==> src/rtl/pms_pkg.sv <==
package pms_pkg;
    typedef enum logic [1:0] {
        ST_RESET  = 2'd0,
        ST_CAL    = 2'd1,
        ST_PRESET = 2'd2,
        ST_RUN    = 2'd3
    } pms_state_e;
endpackage

==> src/rtl/pms_supply_filter.sv <==
// Two-flop synchroniser followed by a consecutive-sample debounce.
module pms_supply_filter #(
    parameter int DEB_CYCLES = 8
) (
    input  logic clk,
    input  logic rst_n,
    input  logic raw_i,
    output logic ok_o
);
    localparam int CW = (DEB_CYCLES > 1) ? $clog2(DEB_CYCLES) : 1;
    localparam logic [CW-1:0] LAST = CW'(DEB_CYCLES - 1);

    typedef struct packed {
        logic          s1;
        logic          s2;
        logic          filt;
        logic [CW-1:0] cnt;
    } flt_t;

    flt_t f_d, f_q;

    always_comb begin
        f_d    = f_q;
        f_d.s1 = raw_i;
        f_d.s2 = f_q.s1;
        if (f_q.s2 == f_q.filt) begin
            f_d.cnt = '0;
        end else if (f_q.cnt == LAST) begin
            f_d.filt = f_q.s2;
            f_d.cnt  = '0;
        end else begin
            f_d.cnt = f_q.cnt + 1'b1;
        end
    end

    always_ff @(posedge clk or negedge rst_n) begin
        if (!rst_n) f_q <= '0;
        else        f_q <= f_d;
    end

    assign ok_o = f_q.filt;

    // the filtered level only ever moves to the value the synchroniser held
    p_filt_follow_r2: assert property (@(posedge clk) disable iff (!rst_n)
        (f_q.filt != $past(f_q.filt)) |-> ($past(f_q.s2) == f_q.filt));
endmodule

==> src/rtl/pms_counter.sv <==
// Saturating up-counter with a terminal flag, cleared synchronously.
module pms_counter #(
    parameter int LIMIT = 16
) (
    input  logic clk,
    input  logic rst_n,
    input  logic clr_i,
    input  logic en_i,
    output logic last_o
);
    localparam int CW = (LIMIT > 1) ? $clog2(LIMIT) : 1;
    localparam logic [CW-1:0] TOP = CW'(LIMIT - 1);

    logic [CW-1:0] cnt_d, cnt_q;

    always_comb begin
        cnt_d = cnt_q;
        if (clr_i)                    cnt_d = '0;
        else if (en_i && cnt_q != TOP) cnt_d = cnt_q + 1'b1;
    end

    always_ff @(posedge clk or negedge rst_n) begin
        if (!rst_n) cnt_q <= '0;
        else        cnt_q <= cnt_d;
    end

    assign last_o = en_i && (cnt_q == TOP);

    // the window counter never runs past its terminal value
    p_no_overflow_r3: assert property (@(posedge clk) disable iff (!rst_n)
        cnt_q <= TOP);
endmodule

==> src/rtl/pms_gain_hold.sv <==
// Holds both channel gain codes; clear wins over a host write.
module pms_gain_hold #(
    parameter int GW = 8
) (
    input  logic          clk,
    input  logic          rst_n,
    input  logic          clear_i,
    input  logic          accept_i,
    input  logic          wr_i,
    input  logic [GW-1:0] left_i,
    input  logic [GW-1:0] right_i,
    output logic [GW-1:0] left_o,
    output logic [GW-1:0] right_o
);
    typedef struct packed {
        logic [GW-1:0] lft;
        logic [GW-1:0] rgt;
    } gain_t;

    gain_t g_d, g_q;

    always_comb begin
        g_d = g_q;
        if (clear_i) begin
            g_d = '0;
        end else if (accept_i && wr_i) begin
            g_d.lft = left_i;
            g_d.rgt = right_i;
        end
    end

    always_ff @(posedge clk or negedge rst_n) begin
        if (!rst_n) g_q <= '0;
        else        g_q <= g_d;
    end

    assign left_o  = g_q.lft;
    assign right_o = g_q.rgt;

    // outside the run state a write leaves the codes where they were
    p_hold_r8: assert property (@(posedge clk) disable iff (!rst_n)
        (!accept_i && !clear_i) |=> ($stable(left_o) && $stable(right_o)));
    // a preset or reset cycle leaves both codes at the mute value
    p_clear_r7: assert property (@(posedge clk) disable iff (!rst_n)
        clear_i |=> (left_o == '0 && right_o == '0));
endmodule

==> src/rtl/pwr_mute_seq.sv <==
module pwr_mute_seq
    import pms_pkg::*;
#(
    parameter int CLK_HZ     = 12_288_000,
    parameter int RESET_MS   = 100,
    parameter int DEB_CYCLES = 8,
    parameter int CAL_LIMIT  = 65536,
    parameter int GW         = 8
) (
    input  logic          clk,
    input  logic          rst_n,
    input  logic          supply_good_i,
    input  logic          cal_done_i,
    input  logic          mute_pin_i,
    input  logic          wr_en_i,
    input  logic [GW-1:0] wr_left_i,
    input  logic [GW-1:0] wr_right_i,
    output logic          int_rst_o,
    output logic          hw_mute_o,
    output logic          cal_start_o,
    output logic          preset_o,
    output logic [GW-1:0] gain_left_o,
    output logic [GW-1:0] gain_right_o
);
    localparam int RST_CYCLES = CLK_HZ / 1000 * RESET_MS;

    typedef struct packed {
        pms_state_e st;
        logic       m1;
        logic       m2;
        logic       mprev;
        logic       cal_go;
    } seq_t;

    seq_t r_d, r_q;
    logic sup_ok;
    logic rst_last, cal_last;
    logic in_reset, in_cal, mute_rise;

    pms_supply_filter #(.DEB_CYCLES(DEB_CYCLES)) i_filter (
        .clk   (clk),
        .rst_n (rst_n),
        .raw_i (supply_good_i),
        .ok_o  (sup_ok)
    );

    assign in_reset  = (r_q.st == ST_RESET);
    assign in_cal    = (r_q.st == ST_CAL);
    assign mute_rise = r_q.m2 && !r_q.mprev;

    pms_counter #(.LIMIT(RST_CYCLES)) i_rst_timer (
        .clk    (clk),
        .rst_n  (rst_n),
        .clr_i  (!(in_reset && sup_ok)),
        .en_i   (in_reset && sup_ok),
        .last_o (rst_last)
    );

    pms_counter #(.LIMIT(CAL_LIMIT)) i_cal_timer (
        .clk    (clk),
        .rst_n  (rst_n),
        .clr_i  (!in_cal),
        .en_i   (in_cal),
        .last_o (cal_last)
    );

    always_comb begin
        r_d        = r_q;
        r_d.m1     = mute_pin_i;
        r_d.m2     = r_q.m1;
        r_d.mprev  = r_q.m2;
        r_d.cal_go = 1'b0;
        if (!sup_ok) begin
            r_d.st = ST_RESET;
        end else begin
            unique case (r_q.st)
                ST_RESET: begin
                    if (rst_last) begin
                        r_d.st     = ST_CAL;
                        r_d.cal_go = 1'b1;
                    end
                end
                ST_CAL: begin
                    if (cal_done_i || cal_last) r_d.st = ST_PRESET;
                end
                ST_PRESET: r_d.st = ST_RUN;
                ST_RUN:    r_d.cal_go = mute_rise;
                default:   r_d.st = ST_RESET;
            endcase
        end
    end

    always_ff @(posedge clk or negedge rst_n) begin
        if (!rst_n) begin
            r_q    <= '0;
            r_q.st <= ST_RESET;
        end else begin
            r_q <= r_d;
        end
    end

    pms_gain_hold #(.GW(GW)) i_gains (
        .clk      (clk),
        .rst_n    (rst_n),
        .clear_i  (in_reset || (r_q.st == ST_PRESET)),
        .accept_i (r_q.st == ST_RUN),
        .wr_i     (wr_en_i),
        .left_i   (wr_left_i),
        .right_i  (wr_right_i),
        .left_o   (gain_left_o),
        .right_o  (gain_right_o)
    );

    assign int_rst_o   = in_reset;
    assign hw_mute_o   = (r_q.st != ST_RUN) || r_q.m2;
    assign cal_start_o = r_q.cal_go;
    assign preset_o    = (r_q.st == ST_PRESET);

    // a preset is only ever reached from calibration
    p_preset_from_cal_r7: assert property (@(posedge clk) disable iff (!rst_n)
        (r_q.st == ST_PRESET) |-> ($past(r_q.st) == ST_CAL));
    // losing the filtered supply lands in reset on the next edge
    p_loss_to_reset_r9: assert property (@(posedge clk) disable iff (!rst_n)
        !sup_ok |=> (r_q.st == ST_RESET));
    // calibration request is a single-cycle pulse
    p_cal_pulse_r4: assert property (@(posedge clk) disable iff (!rst_n)
        cal_start_o |=> !cal_start_o);
    // leaving reset always comes with the calibration request
    p_cal_entry_r4: assert property (@(posedge clk) disable iff (!rst_n)
        (in_cal && $past(r_q.st) == ST_RESET) |-> cal_start_o);
    // the run state is the only one allowed to release the mute
    p_mute_outside_run_r11: assert property (@(posedge clk) disable iff (!rst_n)
        !hw_mute_o |-> ($past(r_q.st) == ST_PRESET || $past(r_q.st) == ST_RUN));
endmodule

==> config.mk <==
export PLATFORM = sky130hd
export DESIGN_NAME = pwr_mute_seq
export DESIGN_NICKNAME = d
export VERILOG_FILES = /design/src/rtl/pms_pkg.sv /design/src/rtl/pms_supply_filter.sv /design/src/rtl/pms_counter.sv /design/src/rtl/pms_gain_hold.sv /design/src/rtl/pwr_mute_seq.sv
export SDC_FILE = /design/constraint.sdc
export NUM_CORES = 1
export LEC_CHECK = 0
export ABC_CLOCK_PERIOD_IN_PS = 2200
export BUFFER_PORTS_ARGS = -buffer_cell sky130_fd_sc_hd__buf_2
export CORE_MARGIN = 3
export CORE_UTILIZATION = 51
export DETAILED_ROUTE_END_ITERATION = 7
export PLACE_DENSITY = 0.75
export SLEW_MARGIN = 20
export SYNTH_ARGS = -nofsm -noshare
export SYNTH_HDL_FRONTEND = slang
export SYNTH_SLANG_ARGS = --single-unit
==> constraint.sdc <==
create_clock -name clk -period 2.2 [get_ports clk]
set_input_delay 0.44 -clock clk [delete_from_list [all_inputs] [get_ports clk]]
set_output_delay 0.44 -clock clk [all_outputs]
set_load 0.005 [all_outputs]
==> impl_metrics.csv <==
group,metric,value,unit
drt,drt_pass1_iterations,4,
cts,cts_max_path_buffers,2,
sta,worstMarginPinSlew,571,ps
drt,met1_length,2.78,mm
synthesis,avgSynthCellArea,10.1,um2
finish,area_delta_synth_final,17.5,%
setup_path,critical_path_arrival,2270,ps
finish,layout_common_cells,"dfrtp_1, nand2_1, buf_2",
synthesis,synth_edf_count,0,
drt,met3_length,266,um
global_routing,antenna_found_initial,0,
cts,hold_buffers,0,
finish,drive_gt1_share,21.9,%
floorplanning,die_x,84.9,um
cts,post_cts_resized,0,
sta,final-setup-viol-count,0,
floorplanning,initial_core_util,53.0,%
floorplanning,ios,42,
finish,fill_cells,515,
drt,drtAntennaViolNets,0,
setup_path,required,2410,ps
finish,num_antenna_cells,0,
placed_design,io_buffers,41,
sta,finalHoldViolCount,0,
finish,seqCellArea,1630,um2
floorplanning,design.core.area,5990,um2
sta,max_freq,483,MHz
floorplanning,die_h,84.9,um
global_routing,track_usage,19.1,%
global_routing,gr-total-overflow,0,
setup_path,critical_path_class,"flip-flop to flip-flop",
synthesis,synth_seq_cells,65,
setup_path,endpoint_kind,"flip-flop",
cts,clock-sinks,65,
sta,fin_skew,7.13,ps
sta,max-slew-margin-rel,61.6,%
finish,nNetsFinal,395,
finish,final_common_cell,"dfrtp_1",
drt,wl,6.18,mm
drt,wire_per_inst,13.9,um
flow_run,drv_cap,0,
setup_path,cp-start-kind,"flip-flop",
finish,fin_area,3730,um2
drt,via_count,2429,
cts,clk_pin_slew,70,ps
cts,cts_tree,"built",
finish,multi_input_area,1500,um2
setup_path,rrSetupSlack,130,ps
synthesis,yosys_most_used_dff,"dfrtp_1",
drt,drtIter0Drc,103,
global_routing,grt_pass1_wl,11.0,mm
cts,h-tree-depth,3,
power_and_ir_drop,ir_drop,0.000690,V
synthesis,yosysWarnings,0,
sta,fin_setup_tns,0,ps
status,status,"finished clean",
global_routing,grt_max_degree,45,
worst_hold_path,min_path_type,"input port to async pin",
global_routing,grt_pass1_vias,2422,
power_and_ir_drop,power,2.97,mW
drt,vias_per_cell,5.46,
drt,topRoutingLayerUsed,"met4",
placed_design,gp_congestion,0.790,
synthesis,syn_nets,345,
synthesis,async_reset_ff_share,100,%
synthesis,netlist_area,3180,um2
cts,postCtsSetupBuffers,0,
sta,rsz0062_at_grt,"false",
floorplanning,placementRows,28,
synthesis,synth_cells,315,
cts,cts-root-buf,"clkbuf_8",
power_and_ir_drop,p_leak,1.78,nW
cts,insertion_delay,340,ps
drt,drcViolationCount,0,
setup_path,path_max_fanout,8,
drt,dr_wl_met2,3.05,mm
synthesis,yosysUniqueCellTypes,47,
placed_design,hpwl,4.51,mm
placed_design,placed_area,3520,um2
sta,slew_violations,0,
sta,post-route-min-period,2070,ps
synthesis,ys_seq_area_share,51.2,%
floorplanning,die_area,7210,um2
cts,cts_buffers,9,
power_and_ir_drop,powerDensity,795,nW/um2
sta,period_share,94.0,%
## metal layers
layer  up-vias  GRT usage, %
met4         0          6.62
met5         -             0
met3        11          5.44
met2        44          31.1
li1       1215             -
met1      1159          24.3
## synth_stat cells (2+ instances only)
cell type  instances  area [um2]
dfrtp_1           65        1630
xor2_1            12         105
nor3_4             2        32.5
and4_1             3        26.3
o21ai_0           26         130
nand3_1           14        70.1
and2_1            14        87.6
nor3b_1            3        22.5
nand2_1           48         180
nor3_1            10        50.1
a21oi_1           13        65.1
ha_1               8         100
inv_1              5        18.8
mux2i_1            3        30.0
clkbuf_1          10        37.5
nor2_1            17        63.8
nor4_4             2        42.5
and3_1             2        12.5
a31oi_1            6        37.5
nor4_1             3        18.8
nand2b_1           3        18.8
nand4_1            8        50.1
or3_1              6        37.5
or4_1              2        15.0
xnor2_1            8        70.1
## where the power goes
part	internal (mW)	switching [mW]
clock network	0.637	0.467
registers	1.29	0.0726
logic	0.210	0.291
total	2.14	0.830
## worst max-delay path, cell delays in order, from the launching register on
cell	delay, ps
dfrtp_1	390
ha_1	250
nand4_1	190
nor3_4	400
or3b_2	490
xnor2_1	150
nor2_1	70
## registers in the layout (all words and copies together) (netlist names)
name               flops
cal_start_o            1
i_cal_timer.cnt_q     16
i_filter.f_d           1
i_filter.f_q           4
i_filter.ok_o          1
i_gains.left_o         8
i_gains.right_o        8
i_rst_timer.cnt_q     21
r_d                    2
r_q                    3
## through the flow
step | cells | hold slack [ps] | setup slack, ps | util, %
floorplan | 315 | 144 | 63.1 | -
global placement | 429 | 342 | 243 | 58.7
detailed placement | 429 | 337 | 160 | 58.7
CTS | 445 | 61.8 | 138 | 62.3
global route | 445 | 86.6 | 10.8 | 62.3
finish | 445 | 62.1 | 131 | 62.3
## area by class of cell
cell class / count / area share [%]
Clock buffer: 9 / 3.32
Clock inverter: 7 / 2.51
Inverter: 5 / 0.503
Multi-Input combinational cell: 235 / 40.2
Sequential cell: 65 / 43.6
Tap cell: 75 / 2.51
Timing Repair Buffer: 49 / 7.44
## kinds of logic (layout without fill, tap and decap cells)
group                    Yosys count  in the layout  synth area share (%)
AO/OA/AOI/OAI                     56             56                  10.8
XOR/XNOR                          20             20                  5.51
adder cells (fa/ha/maj)            8              8                  3.15
buffers and inverters             15             70                  1.77
flip-flops                        65             65                  51.2
multiplexers                       4              4                  1.30
AND/OR/NAND/NOR                  147            147                  26.3
## path summary, 6_finish.rpt
kind                                                        from                                 to  depth (start not counted)
worst min register to register                  r_d[2]$_DFF_PN0_                   r_d[1]$_DFF_PN0_                          0
worst min-delay path                                       rst_n      i_gains.left_o[6]$_DFFE_PN0P_                          1
worst max-delay path            i_rst_timer.cnt_q[0]$_DFFE_PN0P_  i_rst_timer.cnt_q[16]$_DFFE_PN0P_                          6
max in group asynchronous                                  rst_n   i_rst_timer.cnt_q[8]$_DFFE_PN0P_                          2
min in group clk                                      mute_pin_i                   r_d[2]$_DFF_PN0_                          1
worst max register to register  i_rst_timer.cnt_q[0]$_DFFE_PN0P_  i_rst_timer.cnt_q[16]$_DFFE_PN0P_                          6
No activity file was read; power rests on OpenSTA's default activity.
